==> config.mk <==
export PLATFORM = sky130hd
export DESIGN_NAME = pin_irq_ctrl
export DESIGN_NICKNAME = d
export VERILOG_FILES = /design/src/rtl/pin_irq_pkg.sv /design/src/rtl/pin_irq_sync.sv /design/src/rtl/pin_irq_regs.sv /design/src/rtl/pin_irq_chan.sv /design/src/rtl/pin_irq_ctrl.sv
export SDC_FILE = /design/constraint.sdc
export NUM_CORES = 1
export LEC_CHECK = 0
export CELL_PAD_IN_SITES_DETAIL_PLACEMENT = 0
export CELL_PAD_IN_SITES_GLOBAL_PLACEMENT = 1
export CORE_ASPECT_RATIO = 1.4
export CORE_MARGIN = 8
export CORE_UTILIZATION = 34
export CTS_CLUSTER_DIAMETER = 50
export CTS_CLUSTER_SIZE = 14
export DETAILED_ROUTE_END_ITERATION = 8
export PLACE_DENSITY_LB_ADDON = 0.08
export SYNTH_ARGS = -nofsm -noshare
export SYNTH_HDL_FRONTEND = slang
export SYNTH_SLANG_ARGS = --single-unit
==> constraint.sdc <==
create_clock -name clk -period 1.5 [get_ports clk]
set_input_delay 0.15 -clock clk [delete_from_list [all_inputs] [get_ports clk]]
set_output_delay 0.15 -clock clk [all_outputs]
set_load 0.02 [all_outputs]
==> src/rtl/pin_irq_pkg.sv <==
package pin_irq_pkg;

  // Byte offsets of the register window
  localparam logic [7:0] OFF_MODE     = 8'h00;
  localparam logic [7:0] OFF_EN_A     = 8'h04;
  localparam logic [7:0] OFF_EN_A_SET = 8'h08;
  localparam logic [7:0] OFF_EN_A_CLR = 8'h0C;
  localparam logic [7:0] OFF_EN_B     = 8'h10;
  localparam logic [7:0] OFF_EN_B_SET = 8'h14;
  localparam logic [7:0] OFF_EN_B_CLR = 8'h18;
  localparam logic [7:0] OFF_RDET     = 8'h1C;
  localparam logic [7:0] OFF_FDET     = 8'h20;
  localparam logic [7:0] OFF_STAT     = 8'h24;

  typedef enum logic {
    MODE_EDGE  = 1'b0,
    MODE_LEVEL = 1'b1
  } chan_mode_e;

  // Per-channel write controls produced by the decoder
  typedef struct packed {
    logic mode_we;
    logic mode_wd;
    logic en_a_set;
    logic en_a_clr;
    logic en_b_set;
    logic en_b_clr;
    logic rdet_clr;
    logic fdet_clr;
    logic stat_wr;
  } chan_ctl_t;

endpackage

==> src/rtl/pin_irq_sync.sv <==
module pin_irq_sync #(
  parameter int WIDTH  = 8,
  parameter int STAGES = 2
) (
  input  logic             clk,
  input  logic             rst_n,
  input  logic [WIDTH-1:0] d_i,
  output logic [WIDTH-1:0] q_o
);
  localparam int LAST = STAGES - 1;

  logic [WIDTH-1:0] stg_q [STAGES];

  always_ff @(posedge clk or negedge rst_n) begin
    if (!rst_n) begin
      for (int s = 0; s < STAGES; s++) stg_q[s] <= '0;
    end else begin
      stg_q[0] <= d_i;
      for (int s = 1; s < STAGES; s++) stg_q[s] <= stg_q[s-1];
    end
  end

  assign q_o = stg_q[LAST];
endmodule

==> src/rtl/pin_irq_regs.sv <==
module pin_irq_regs
  import pin_irq_pkg::*;
#(
  parameter int NUM_CH = 8,
  parameter int ADDR_W = 8,
  parameter int DATA_W = 32
) (
  input  logic              clk,
  input  logic              rst_n,
  input  logic              bus_we,
  input  logic [ADDR_W-1:0] bus_addr,
  input  logic [DATA_W-1:0] bus_wdata,
  output logic [DATA_W-1:0] bus_rdata,
  input  logic [NUM_CH-1:0] mode_q,
  input  logic [NUM_CH-1:0] en_a_q,
  input  logic [NUM_CH-1:0] en_b_q,
  input  logic [NUM_CH-1:0] rdet_q,
  input  logic [NUM_CH-1:0] fdet_q,
  input  logic [NUM_CH-1:0] stat_q,
  output chan_ctl_t         ctl_o [NUM_CH]
);
  logic [NUM_CH-1:0] wd;
  assign wd = bus_wdata[NUM_CH-1:0];

  generate
    if (DATA_W > NUM_CH) begin : g_unused
      logic unused_hi;
      assign unused_hi = ^bus_wdata[DATA_W-1:NUM_CH];
    end
  endgenerate

  logic hit_mode, hit_a, hit_a_set, hit_a_clr, hit_b, hit_b_set, hit_b_clr;
  logic hit_rdet, hit_fdet, hit_stat, hit_any;

  assign hit_mode  = (bus_addr == ADDR_W'(OFF_MODE));
  assign hit_a     = (bus_addr == ADDR_W'(OFF_EN_A));
  assign hit_a_set = (bus_addr == ADDR_W'(OFF_EN_A_SET));
  assign hit_a_clr = (bus_addr == ADDR_W'(OFF_EN_A_CLR));
  assign hit_b     = (bus_addr == ADDR_W'(OFF_EN_B));
  assign hit_b_set = (bus_addr == ADDR_W'(OFF_EN_B_SET));
  assign hit_b_clr = (bus_addr == ADDR_W'(OFF_EN_B_CLR));
  assign hit_rdet  = (bus_addr == ADDR_W'(OFF_RDET));
  assign hit_fdet  = (bus_addr == ADDR_W'(OFF_FDET));
  assign hit_stat  = (bus_addr == ADDR_W'(OFF_STAT));
  assign hit_any   = hit_mode | hit_a | hit_a_set | hit_a_clr | hit_b |
                     hit_b_set | hit_b_clr | hit_rdet | hit_fdet | hit_stat;

  // Direct enable writes become a set/clear pair so channels see one form
  generate
    for (genvar i = 0; i < NUM_CH; i++) begin : g_ctl
      assign ctl_o[i].mode_we  = bus_we & hit_mode;
      assign ctl_o[i].mode_wd  = wd[i];
      assign ctl_o[i].en_a_set = bus_we & ((hit_a & wd[i]) | (hit_a_set & wd[i]));
      assign ctl_o[i].en_a_clr = bus_we & ((hit_a & ~wd[i]) | (hit_a_clr & wd[i]));
      assign ctl_o[i].en_b_set = bus_we & ((hit_b & wd[i]) | (hit_b_set & wd[i]));
      assign ctl_o[i].en_b_clr = bus_we & ((hit_b & ~wd[i]) | (hit_b_clr & wd[i]));
      assign ctl_o[i].rdet_clr = bus_we & hit_rdet & wd[i];
      assign ctl_o[i].fdet_clr = bus_we & hit_fdet & wd[i];
      assign ctl_o[i].stat_wr  = bus_we & hit_stat & wd[i];

      AST_SET_CLR_EXCL: assert property (@(posedge clk) disable iff (!rst_n)
        $onehot0({ctl_o[i].en_a_set, ctl_o[i].en_a_clr, ctl_o[i].en_b_set, ctl_o[i].en_b_clr}));
    end
  endgenerate

  always_comb begin
    bus_rdata = '0;
    if (hit_mode)      bus_rdata[NUM_CH-1:0] = mode_q;
    else if (hit_a)    bus_rdata[NUM_CH-1:0] = en_a_q;
    else if (hit_b)    bus_rdata[NUM_CH-1:0] = en_b_q;
    else if (hit_rdet) bus_rdata[NUM_CH-1:0] = rdet_q;
    else if (hit_fdet) bus_rdata[NUM_CH-1:0] = fdet_q;
    else if (hit_stat) bus_rdata[NUM_CH-1:0] = stat_q;
  end

  AST_UNMAPPED_ZERO: assert property (@(posedge clk) disable iff (!rst_n)
    !hit_any |-> (bus_rdata == '0));
  AST_ALIAS_READ_ZERO: assert property (@(posedge clk) disable iff (!rst_n)
    (hit_a_set | hit_a_clr | hit_b_set | hit_b_clr) |-> (bus_rdata == '0));
endmodule

==> src/rtl/pin_irq_chan.sv <==
module pin_irq_chan
  import pin_irq_pkg::*;
(
  input  logic      clk,
  input  logic      rst_n,
  input  logic      pin_s,
  input  chan_ctl_t ctl,
  output logic      mode_o,
  output logic      en_a_o,
  output logic      en_b_o,
  output logic      rdet_o,
  output logic      fdet_o,
  output logic      pend_o
);
  chan_mode_e mode_q;
  logic       prev_q, en_a_q, en_b_q, rdet_q, fdet_q;
  logic       rise_ev, fall_ev, edge_clr, lvl_toggle;

  assign rise_ev    = pin_s & ~prev_q;
  assign fall_ev    = ~pin_s & prev_q;
  assign edge_clr   = ctl.stat_wr & (mode_q == MODE_EDGE);
  assign lvl_toggle = ctl.stat_wr & (mode_q == MODE_LEVEL);

  always_ff @(posedge clk or negedge rst_n) begin
    if (!rst_n) begin
      mode_q <= MODE_EDGE;
      prev_q <= 1'b0;
      en_a_q <= 1'b0;
      en_b_q <= 1'b0;
      rdet_q <= 1'b0;
      fdet_q <= 1'b0;
    end else begin
      prev_q <= pin_s;
      if (ctl.mode_we) mode_q <= chan_mode_e'(ctl.mode_wd);
      if (ctl.en_a_set)      en_a_q <= 1'b1;
      else if (ctl.en_a_clr) en_a_q <= 1'b0;
      if (lvl_toggle)        en_b_q <= ~en_b_q;
      else if (ctl.en_b_set) en_b_q <= 1'b1;
      else if (ctl.en_b_clr) en_b_q <= 1'b0;
      // a fresh transition outranks any clear in the same cycle
      rdet_q <= rise_ev | (rdet_q & ~(ctl.rdet_clr | edge_clr));
      fdet_q <= fall_ev | (fdet_q & ~(ctl.fdet_clr | edge_clr));
    end
  end

  always_comb begin
    if (mode_q == MODE_LEVEL) pend_o = en_a_q & (pin_s == en_b_q);
    else                      pend_o = (rdet_q & en_a_q) | (fdet_q & en_b_q);
  end

  assign mode_o = mode_q;
  assign en_a_o = en_a_q;
  assign en_b_o = en_b_q;
  assign rdet_o = rdet_q;
  assign fdet_o = fdet_q;

  AST_RISE_WINS: assert property (@(posedge clk) disable iff (!rst_n)
    rise_ev |=> rdet_q);
  AST_FALL_WINS: assert property (@(posedge clk) disable iff (!rst_n)
    fall_ev |=> fdet_q);
  AST_RDET_HOLD: assert property (@(posedge clk) disable iff (!rst_n)
    (rdet_q && !ctl.rdet_clr && !ctl.stat_wr) |=> rdet_q);
  AST_LEVEL_TOGGLE: assert property (@(posedge clk) disable iff (!rst_n)
    lvl_toggle |=> (en_b_q != $past(en_b_q)));
  AST_LEVEL_KEEPS_DET: assert property (@(posedge clk) disable iff (!rst_n)
    (lvl_toggle && rdet_q && !ctl.rdet_clr) |=> rdet_q);
  AST_QUIET_NO_PEND: assert property (@(posedge clk) disable iff (!rst_n)
    (!en_a_q && !en_b_q) |-> !pend_o);
  AST_SET_TAKES: assert property (@(posedge clk) disable iff (!rst_n)
    (ctl.en_a_set && !ctl.en_a_clr) |=> en_a_q);
endmodule

==> src/rtl/pin_irq_ctrl.sv <==
module pin_irq_ctrl
  import pin_irq_pkg::*;
#(
  parameter int NUM_CH      = 8,
  parameter int ADDR_W      = 8,
  parameter int DATA_W      = 32,
  parameter int SYNC_STAGES = 2
) (
  input  logic              clk,
  input  logic              rst_n,
  input  logic [NUM_CH-1:0] pin_i,
  input  logic              bus_we,
  input  logic [ADDR_W-1:0] bus_addr,
  input  logic [DATA_W-1:0] bus_wdata,
  output logic [DATA_W-1:0] bus_rdata,
  output logic [NUM_CH-1:0] irq_o
);
  logic [NUM_CH-1:0] pin_s;
  logic [NUM_CH-1:0] mode_v, en_a_v, en_b_v, rdet_v, fdet_v, pend_v;
  chan_ctl_t         ctl [NUM_CH];

  pin_irq_sync #(.WIDTH(NUM_CH), .STAGES(SYNC_STAGES)) u_sync (
    .clk(clk), .rst_n(rst_n), .d_i(pin_i), .q_o(pin_s)
  );

  pin_irq_regs #(.NUM_CH(NUM_CH), .ADDR_W(ADDR_W), .DATA_W(DATA_W)) u_regs (
    .clk(clk), .rst_n(rst_n),
    .bus_we(bus_we), .bus_addr(bus_addr), .bus_wdata(bus_wdata), .bus_rdata(bus_rdata),
    .mode_q(mode_v), .en_a_q(en_a_v), .en_b_q(en_b_v),
    .rdet_q(rdet_v), .fdet_q(fdet_v), .stat_q(pend_v),
    .ctl_o(ctl)
  );

  generate
    for (genvar i = 0; i < NUM_CH; i++) begin : g_ch
      pin_irq_chan u_chan (
        .clk(clk), .rst_n(rst_n), .pin_s(pin_s[i]), .ctl(ctl[i]),
        .mode_o(mode_v[i]), .en_a_o(en_a_v[i]), .en_b_o(en_b_v[i]),
        .rdet_o(rdet_v[i]), .fdet_o(fdet_v[i]), .pend_o(pend_v[i])
      );
    end
  endgenerate

  assign irq_o = pend_v;

  AST_RESET_IRQ_LOW: assert property (@(posedge clk) disable iff (!rst_n)
    $rose(rst_n) |-> (irq_o == '0));
endmodule

Word level (Yosys, flattened, before mapping)
Cells that the tools add are included.
Widths: inputs -> output; s select.
- bits in registers: 64
- bits in latches: 0
- RAM bits: 0
- memory bits (read-only): 0
- input port bits: 51
- output and inout bits: 40
- word-level logic and storage cells: 462
- memories: 0
- $add $sub $neg: 0
- multiply operators: 0
- divide/modulo/power cells: 0
- $lt $le $gt $ge: 0
- equality and inequality tests: 17
- shift-type cells: 0
- muxes and demuxes: 54
- bitwise gates (word level): 324
- reduce and logical (&&, ||, !) cells: 17
- operators by type and width (cell ; count):
    $and 1x1->1 ; 196
    $or 1x1->1 ; 72
    $not 1->1 ; 56
    $mux 1 ; 48
    $mux 8 ; 6
    $eq 8x5->1 const B ; 4
    $reduce_bool 3->1 ; 8
    $eq 8x4->1 const B ; 2
    $eq 8x6->1 const B ; 2
    $reduce_bool 2->1 ; 8
    $eq 1x1->1 ; 8
    $eq 8x3->1 const B ; 1
    $logic_not 8->1 ; 1

Depth between registers and ports, before layout
Gate-level depths: netlist (run 1).
- word-level depth: 9
- gate-level depth with buffers: 7
- gate-level depth less buffers: 5

Hierarchy
A second synthesis (run 1) with hierarchy kept.
- cell total of the unflattened synthesis: 404
- area total of the unflattened synthesis: 3793.6 µm²
- by module, submodules not included (module ; instances ; cells each ; area each (µm²) ; sequential area each (µm²)):
    pin_irq_chan ; 8 ; 23 ; 261.5 ; 150.1
    pin_irq_regs ; 1 ; 196 ; 1241.2 ; 0.0
    pin_irq_sync ; 1 ; 24 ; 460.4 ; 400.4

Worst setup path after synthesis (run 1)
Ideal clock, no wire load.
- kind: input -> output
- from: input port bus_addr[2]
- to: output port bus_rdata[2]
- arrival time: 1.653 ns
- setup slack: -0.303 ns
- cell stages on the path: 7
- buffers on the path: 2
- cell sequence: clkbuf_1 > or2_2 > nor2_2 > and2_1 > buf_2 > a221oi_1 > o22ai_1
- word-level cells in the longest chain between the ends: 7
- elaborated cells between the ends (all ways): 12
- those cells by class: eq/ne: 5; mux: 6; reduce/logical: 1
- RTL lines (item ; RTL line ; RTL):
    from (decl) ; pin_irq_ctrl.sv:13 ; input logic [ADDR_W-1:0] bus_addr,
    $eq 8x6->1 ; pin_irq_regs.sv:44 ; assign hit_stat = (bus_addr == ADDR_W'(OFF_STAT));
    $mux 8 ; pin_irq_regs.sv:73 ; else if (hit_stat) bus_rdata[NUM_CH-1:0] = stat_q;
    $mux 8 ; pin_irq_regs.sv:72 ; else if (hit_fdet) bus_rdata[NUM_CH-1:0] = fdet_q;
    $mux 8 ; pin_irq_regs.sv:71 ; else if (hit_rdet) bus_rdata[NUM_CH-1:0] = rdet_q;
    $mux 8 ; pin_irq_regs.sv:70 ; else if (hit_b) bus_rdata[NUM_CH-1:0] = en_b_q;
    $mux 8 ; pin_irq_regs.sv:69 ; else if (hit_a) bus_rdata[NUM_CH-1:0] = en_a_q;
    $mux 8 * ; pin_irq_regs.sv:68 ; if (hit_mode) bus_rdata[NUM_CH-1:0] = mode_q;
    to (decl) ; pin_irq_ctrl.sv:15 ; output logic [DATA_W-1:0] bus_rdata,
Mark *: on every way between the ends. The rest lies on a longest branch, timed or not.

Final worst setup path (run 1)
- from: input port bus_addr[1]
- to: output port bus_rdata[6]
The elaborated chain is that of the path after synthesis.

==> flow_metrics.py, run 1 <==
metrics = {
    "job": {
        "drv_cap": 0,
    },
    "worst_hold_path": {
        "holdPathStages": 1,
        "min_to": "u_sync.stg_q[12]$_DFF_PN0_",
        "min_path_type": "in -> reg",
        "hp-start": "pin_i[4]",
    },
    "cts": {
        "path_clk_slew_ps": 60,
        "cts_tree": "done",
        "h-tree-depth": 3,
        "clk_path_buf_depth": 2,
        "clock_latency_ps": 340,
        "cts_buffers": 9,
        "cts.sinks": 64,
        "cts-root-buf": "clkbuf_16",
    },
    "synth": {
        "ys_warn_count": 0,
        "synth_edf_count": 0,
        "syn-instance-count": 381,
        "ys.flop_type": "dfrtp_1",
        "synth.distinct_cells": 47,
        "async_reset_ff_share_pct": 100,
        "syn-cell-area_mm2": 0.00373,
        "avgSynthCellArea_um2": 9.78,
        "ys_seq_area_share_pct": 43.0,
        "ys_ff_latch": 64,
        "synth_top_area_cell": "dfrtp_1",
        "synth_top_area_share_pct": 43.0,
        "yosys-top-cells-area": "dfrtp_1, buf_4, a22o_1, mux2_2, a21oi_1",
    },
    "pwr": {
        "peakVddDrop_mv": 0.444,
        "comb_power_share_pct": 23.1,
        "internal_power_uw": 3740,
        "powerDensity_mw_per_mm2": 894,
        "pwr-share-seq_pct": 36.4,
        "switching_share_pct": 27.8,
        "power.share.clock_pct": 40.5,
        "total_power_uw": 5190,
        "p_leak_uw": 0.00271,
        "power_switching_uw": 1440,
    },
    "placement": {
        "portBuffers": 42,
        "dp_hpwl_um": 9020,
        "dpl_worst_slack_ps": -1200,
        "gp_congestion": 0.817,
    },
    "sta": {
        "fin_crit_ps": 1930,
        "clock.fmax_ghz": 0.517,
        "setup_violations": 22,
        "setup_slack_ps": -433,
        "hold_violations": 0,
        "drv_slew": 0,
        "rsz0062_at_grt": "yes",
        "fin_setup_tns_ps": -4170,
        "fin_worst_skew_ps": 5.81,
        "hold_ws_ps": 247,
        "min_period_over_period_pct": 129,
    },
    "final_layout": {
        "mostFrequentLayoutCells": "buf_4, dfrtp_1, buf_6",
        "nets": 602,
        "final_common_cell": "buf_4",
        "fin_util_pct": 53.9,
        "antenna_cells": 0,
        "drive_gt1_share_pct": 43.5,
        "syn_to_final_growth_pct": 55.5,
    },
    "routing": {
        "avgRoutedWirePerCell_um": 17.6,
        "drc_errors": 0,
        "ant_nets": 0,
        "drt_iter0_markers": 160,
        "num_vias": 3541,
        "avgViaCountPerCell": 5.08,
        "drtPass1Iterations": 5,
        "wirelength_um": 12300,
    },
    "global_route": {
        "track_usage_pct": 16.9,
        "grt_pass1_vias": 3776,
        "antenna_found_initial": 0,
        "grt_max_degree": 65,
        "grt_pass1_wl_um": 19500,
        "gr-total-overflow": 0,
    },
    "floorplan": {
        "coreArea_mm2": 0.0108,
        "ios": 91,
        "start_util_pct": 34.7,
        "die_x_um": 104,
        "die-area_mm2": 0.0146,
        "rows": 45,
        "dieHeight_um": 140,
    },
    "worst_setup_path": {
        "start_kind": "input port",
        "timing.rr.end": "g_ch[3].u_chan.en_a_o$_DFFE_PN0P_",
        "reg2reg_depth": 5,
        "cp.required_ps": 1350,
        "rrSetupSlack_ps": 250,
        "cp_max_fo": 5,
        "criticalPathCategory": "in -> out",
        "r2r_start": "g_ch[3].u_chan.en_a_o$_DFFE_PN0P_",
        "worstPathArrival_ps": 1780,
        "end_kind": "primary output",
    },
    "run_status": {
        "violations": "setup timing",
        "status": "finished with violations",
    },
}
how the worst max path moves through the flow:
stage,start,endpoint,depth (start not counted)
floorplan,bus_addr[6],bus_rdata[4],5
global placement,bus_addr[4],bus_rdata[7],7
detailed placement,bus_addr[4],bus_rdata[7],7
CTS,bus_addr[7],bus_rdata[4],7
global route,bus_addr[1],bus_rdata[6],9
finish,bus_addr[1],bus_rdata[6],9
metrics by stage:
stage / std cells / cell area [µm²]
2_1_floorplan: 404 / 3880
3_3_place_gp: 663 / 5140
3_5_place_dp: 663 / 5140
4_1_cts: 688 / 5630
5_1_grt: 697 / 5800
6_report: 697 / 5800
synth_stat cells, types with 11 or more instances:
master and n:
nand2_1 28, buf_4 33, dfrtp_1 64, mux2_2 14
a22o_1 20, clkbuf_1 11, o21bai_1 16, o21ai_0 23
a21oi_1 25, nor2_1 18
critical path, cell delays in order:
cell and delay [ps]:
dlygate4sd2_1 280, or2_1 240, buf_4 170, nor2_4 110
buf_4 150, a21oi_1 50, a211oi_1 290, a221o_1 200
buf_6 130
layout make-up:
type | count | area [µm²]
clock inverters | 7 | 71.3
well taps | 141 | 176
repair buffers | 185 | 1610
flip-flops and latches | 64 | 1600
inverters | 8 | 30.0
clock buffers | 9 | 225
multi-input cells | 283 | 2090
fillers | 1033 | 4960
cells by family (layout without fill, tap and decap cells):
group                     Yosys count  after routing  share of synthesized area [%]
AOI/OAI and AO/OA                 135            135                           25.3
xor gates and xnor gates           13             13                           3.05
buffers and inverters              57            209                           9.20
DFF                                64             64                           43.0
muxes                              18             18                           5.30
other                               1             24                          0.101
and+or+nand+nor                    93             93                           14.0
registers in the layout (all words and copies together) (netlist names):
name	cells
g_ch.u_chan.en_b_o	8
u_sync.q_o	8
g_ch.u_chan.fdet_o	8
g_ch.u_chan.rdet_o	8
g_ch.u_chan.mode_o	8
u_sync.stg_q	8
g_ch.u_chan.en_a_o	8
g_ch.u_chan.prev_q	8
power by group through the flow:
stage / clock network (µW) / registers, µW / logic (µW)
2_1_floorplan: 0 / 1930 / 538
3_3_place_gp: 0 / 1920 / 1030
3_5_place_dp: 0 / 1920 / 1050
4_1_cts: 2150 / 1890 / 1150
5_1_grt: 2210 / 1900 / 1290
6_report: 2100 / 1890 / 1200
routing by layer:
layer | global-route usage (%) | wire, µm
met5 | 0 | 0
met3 | 3.60 | 552
met4 | 8.19 | 238
met2 | 27.9 | 6230
met1 | 20.2 | 5250
repair_timing:
action	4_1_cts	5_1_grt
pin swaps	44	23
resized for setup	158	23
endpoints found under the setup margin	56	40
gates cloned	0	0
setup buffers	16	12
hold buffers	1	0
hold endpoints to repair	64	0
No activity file was read; power rests on OpenSTA's default activity.
==> inputs of run 2 (changes only) <==
- CORE_ASPECT_RATIO: 1.4 -> 1.2
- HOLD_SLACK_MARGIN: default -> 0.12
==> flow_metrics.py, run 2 (same netlist as run 1, synthesis figures left out) <==
metrics = {
    "worst_setup_path": {
        "path_cells": "dlygate4sd2_1 -> buf_4 -> or3_4 -> nor2_1 -> buf_4 -> a211oi_2 -> a221o_1 -> buf_6",
        "worst_path_most_repeated_cell": "buf_4",
        "r2r_start": "g_ch[7].u_chan.mode_o$_DFFE_PN0P_",
        "slowest_stage": "or3_4",
        "end_kind": "primary output",
        "cp_max_fo": 4,
        "start_kind": "input port",
        "rrSetupSlack_ps": 280,
        "worstPathArrival_ps": 1770,
        "cp.required_ps": 1350,
        "criticalPathCategory": "in -> out",
        "reg2reg_depth": 5,
        "timing.rr.end": "g_ch[7].u_chan.rdet_o$_DFF_PN0_",
        "critPathMaxStageDelay_ps": 370,
    },
    "sta": {
        "rsz0062_at_grt": "yes",
        "hold_ws_ps": 254,
        "setup_violations": 17,
        "drv_slew": 0,
        "clock.fmax_ghz": 0.522,
        "fin_worst_skew_ps": 3.41,
        "fin_crit_ps": 1920,
        "hold_violations": 0,
        "min_period_over_period_pct": 128,
        "setup_slack_ps": -416,
    },
    "routing": {
        "drtPass1Iterations": 4,
        "wirelength_um": 12500,
        "num_vias": 3576,
        "drt_iter0_markers": 144,
        "avgViaCountPerCell": 5.20,
        "drc_errors": 0,
        "ant_nets": 0,
        "avgRoutedWirePerCell_um": 18.2,
    },
    "global_route": {
        "grt_pass1_wl_um": 19700,
        "top_usage_layer": "met2",
        "gr-total-overflow": 0,
        "grt_max_degree": 65,
        "grt_pass1_vias": 3762,
        "antenna_found_initial": 0,
        "grt_use_met1_pct": 21.3,
        "met2_usage_pct": 30.2,
        "track_usage_pct": 17.8,
        "grt_use_met3_pct": 3.91,
    },
    "placement": {
        "placedCellCount": 657,
        "dpl-instance-area_mm2": 0.00511,
        "dp_hpwl_um": 9050,
        "dpl_worst_slack_ps": -1210,
        "gp_congestion": 0.859,
        "portBuffers": 42,
    },
    "final_layout": {
        "mostFrequentLayoutCells": "buf_4, dfrtp_1, buf_6",
        "syn_to_final_growth_pct": 57.3,
        "fill_cells": 1026,
        "fin_util_pct": 53.9,
        "stdcell_count": 688,
        "drive_gt1_share_pct": 46.6,
        "antenna_cells": 0,
        "seqCellArea_mm2": 0.00160,
        "stdcell_area_mm2": 0.00586,
        "multi_input_area_mm2": 0.00223,
        "final_common_cell": "buf_4",
        "nets": 602,
    },
    "cts": {
        "clk_path_buf_depth": 2,
        "h-tree-depth": 3,
        "cts-root-buf": "clkbuf_16",
        "clock_latency_ps": 330,
        "cts_tree": "done",
        "path_clk_slew_ps": 50,
        "cts_buffers": 9,
        "cts.sinks": 64,
    },
    "worst_hold_path": {
        "hp-start": "pin_i[2]",
        "min_to": "u_sync.stg_q[10]$_DFF_PN0_",
        "holdPathStages": 1,
        "min_path_type": "in -> reg",
    },
    "pwr": {
        "p_leak_uw": 0.00274,
        "peakVddDrop_mv": 0.408,
        "powerDensity_mw_per_mm2": 853,
    },
    "floorplan": {
        "start_util_pct": 34.3,
        "die-area_mm2": 0.0146,
        "ios": 91,
        "rows": 42,
        "dieHeight_um": 131,
        "die_x_um": 112,
        "coreArea_mm2": 0.0109,
    },
    "job": {
        "drv_cap": 0,
    },
    "run_status": {
        "violations": "setup timing",
        "status": "finished with violations",
    },
}
-- run 2: final cells by class --
type                       count  share of cell area, %
clock inverter                 6                  0.598
multi-input combinational    283                   38.0
sequential                    64                   27.3
inverter                       8                  0.512
timing repair buffer         185                   26.7
tap                          132                   2.82
clock buffer                  10                   4.08
-- run 2: per-stage QoR --
step                power, µW  TNS (ps)
floorplan                2470      -717
global placement         2930    -37860
detailed placement       2950    -38710
CTS                      5020     -3980
global route             5260     -4920
finish                   5000     -3940
-- run 2: metal layers --
layer,vias up,share of wire (%)
met2,71,50
met5,-,0
met4,0,2.3
met1,1789,44
li1,1698,-
met3,18,4.0
-- run 2: repair_timing --
item	4_1_cts	5_1_grt
pin swaps	29	22
resized for setup	179	25
buffers inserted	19	4
hold buffers	1	0
endpoints found under the setup margin	56	36
endpoints found under the hold margin	64	0
cloned	0	0
-- run 2: how the worst max path moves through the flow --
stage	startpoint	endpoint	slack [ps]	cells past startpoint
after floorplan	bus_addr[6]	bus_rdata[4]	-100	5
after global placement	bus_addr[6]	bus_rdata[7]	-1150	7
after detailed placement	bus_addr[6]	bus_rdata[7]	-1210	7
after CTS	u_sync.q_o[6]$_DFF_PN0_	bus_rdata[6]	-410	6
after global routing	g_ch[7].u_chan.mode_o$_DFFE_PN0P_	bus_rdata[7]	-470	6
final	bus_addr[0]	bus_rdata[6]	-420	8
-- run 2: report_power, final --
part	leakage (µW)	switching, µW	total [µW]	internal (µW)
logic	0.00189	591	1220	625
clock network	0.000134	753	1900	1150
registers	0.000716	62.1	1890	1820
-- run 2: critical path, delay by kind of cell --
family                 cells  cell delay (ps)
buffers and inverters      4              750
and+or+nand+nor            2              500
AOI/OAI and AO/OA          2              360
==> inputs of run 3 (changes only) <==
- PLACE_DENSITY_LB_ADDON: 0.08 -> 0.12
- SKIP_CTS_REPAIR_TIMING: default -> 1
==> flow_metrics.py, run 3 (same netlist as run 1, synthesis figures left out) <==
metrics = {
    "floorplan": {
        "die-area_mm2": 0.0146,
        "coreArea_mm2": 0.0109,
        "rows": 42,
        "die_x_um": 112,
        "start_util_pct": 34.3,
        "dieHeight_um": 131,
        "ios": 91,
    },
    "final_layout": {
        "final_common_cell": "buf_4",
        "nets": 600,
        "fill_cells": 1020,
        "drive_gt1_share_pct": 45.6,
        "antenna_cells": 0,
        "mostFrequentLayoutCells": "buf_4, dfrtp_1, buf_6",
        "stdcell_count": 685,
        "syn_to_final_growth_pct": 57.4,
        "stdcell_area_mm2": 0.00587,
    },
    "pwr": {
        "powerDensity_mw_per_mm2": 884,
        "total_power_uw": 5190,
        "peakVddDrop_mv": 0.422,
        "p_leak_uw": 0.00277,
    },
    "worst_setup_path": {
        "worstPathArrival_ps": 1750,
        "criticalPathCategory": "reg -> out",
        "cp_max_fo": 3,
        "cp.required_ps": 1350,
        "end_kind": "primary output",
        "start_kind": "flop",
    },
    "placement": {
        "dpl-instance-area_mm2": 0.00510,
        "gp_congestion": 0.860,
        "placedCellCount": 654,
        "portBuffers": 42,
        "dp_hpwl_um": 8880,
    },
    "routing": {
        "avgViaCountPerCell": 5.25,
        "avgRoutedWirePerCell_um": 17.8,
        "wirelength_um": 12200,
        "ant_nets": 0,
        "drtPass1Iterations": 4,
        "num_vias": 3594,
        "drt_iter0_markers": 162,
        "drc_errors": 0,
    },
    "cts": {
        "clk_path_buf_depth": 2,
        "cts_buffers": 9,
        "cts_tree": "done",
        "path_clk_slew_ps": 50,
        "cts.sinks": 64,
        "clock_latency_ps": 330,
        "h-tree-depth": 3,
        "cts-root-buf": "clkbuf_16",
    },
    "run_status": {
        "status": "finished with violations",
        "violations": "setup timing",
    },
    "sta": {
        "rsz0062_at_grt": "yes",
        "fin_worst_skew_ps": 5.09,
        "hold_violations": 0,
        "clock.fmax_ghz": 0.526,
        "fin_crit_ps": 1900,
        "min_period_over_period_pct": 127,
        "setup_slack_ps": -401,
        "setup_violations": 16,
        "drv_slew": 0,
    },
    "job": {
        "drv_cap": 0,
    },
    "global_route": {
        "grt_pass1_wl_um": 18900,
        "antenna_found_initial": 0,
        "grt_pass1_vias": 3694,
        "gr-total-overflow": 0,
        "track_usage_pct": 16.9,
        "grt_max_degree": 65,
    },
    "worst_hold_path": {
        "min_path_type": "in -> reg",
    },
}
## run 3: changes by cell type in the layout (fill, tap and decap cells not counted), sizes merged
| cell | previous run | this run |
|---|---|---|
| dlygate4sd2 | 3 | 0 |
| buf | 163 | 158 |
| and2 | 1 | 2 |
| clkdlybuf4s15 | 1 | 0 |
| clkinvlp | 2 | 0 |
| clkbuf | 10 | 13 |
| bufinv | 0 | 1 |
| dlymetal6s2s | 0 | 5 |
| clkinv | 4 | 2 |
## run 3: power by group
| part | leakage, µW | switching [µW] | internal, µW |
|---|---|---|---|
| Sequential | 0.000716 | 67.6 | 1830 |
| Combinational | 0.00190 | 551 | 596 |
| Clock | 0.000154 | 741 | 1410 |
## run 3: layout make-up
type | count | area (µm²) | share of cell area, %
inverters | 8 | 30.0 | 0.512
flip-flops and latches | 64 | 1600 | 27.3
clock inverters | 3 | 40.0 | 0.682
repair buffers | 182 | 1580 | 26.9
clock buffers | 12 | 267 | 4.54
multi-input cells | 284 | 2190 | 37.3
well taps | 132 | 165 | 2.81
## run 3: routing by layer
layer | share of wire, % | global-route usage [%]
met1 | 44 | 20.3
met2 | 49 | 28.2
met3 | 4.4 | 4.18
met4 | 2.4 | 7.41
met5 | 0 | 0
## run 3: worst max-delay path, stage by stage, from the launching register on
cell and delay (ps):
dfrtp_1 400, and3b_1 190, a31oi_1 170, o21ai_2 100
a221oi_2 260, o22ai_2 140, buf_6 140
## run 3: worst paths after layout
kind | from | endpoint | slack [ps] | cells after the start
max | g_ch[2].u_chan.en_a_o$_DFFE_PN0P_ | bus_rdata[2] | -400 | 6
min | pin_i[3] | u_sync.stg_q[11]$_DFF_PN0_ | 250 | 1
max reg2reg | g_ch[3].u_chan.en_b_o$_DFFE_PN0P_ | g_ch[3].u_chan.en_b_o$_DFFE_PN0P_ | 230 | 4
min reg2reg | u_sync.stg_q[13]$_DFF_PN0_ | u_sync.q_o[5]$_DFF_PN0_ | 350 | 0
max in group asynchronous | rst_n | g_ch[2].u_chan.en_a_o$_DFFE_PN0P_ | 830 | 3
min in group asynchronous | rst_n | u_sync.q_o[1]$_DFF_PN0_ | 370 | 3
## run 3: metrics by stage
step	hold slack, ps	util (%)	worst slack (ps)	setup TNS [ps]
global placement	196	46.9	-1220	-36920
global route	246	53.9	-493	-5420
CTS	-164	49.7	-1250	-26940
floorplan	-146	-	-97.1	-717
finish	251	53.9	-401	-3760
detailed placement	198	46.9	-1250	-38160
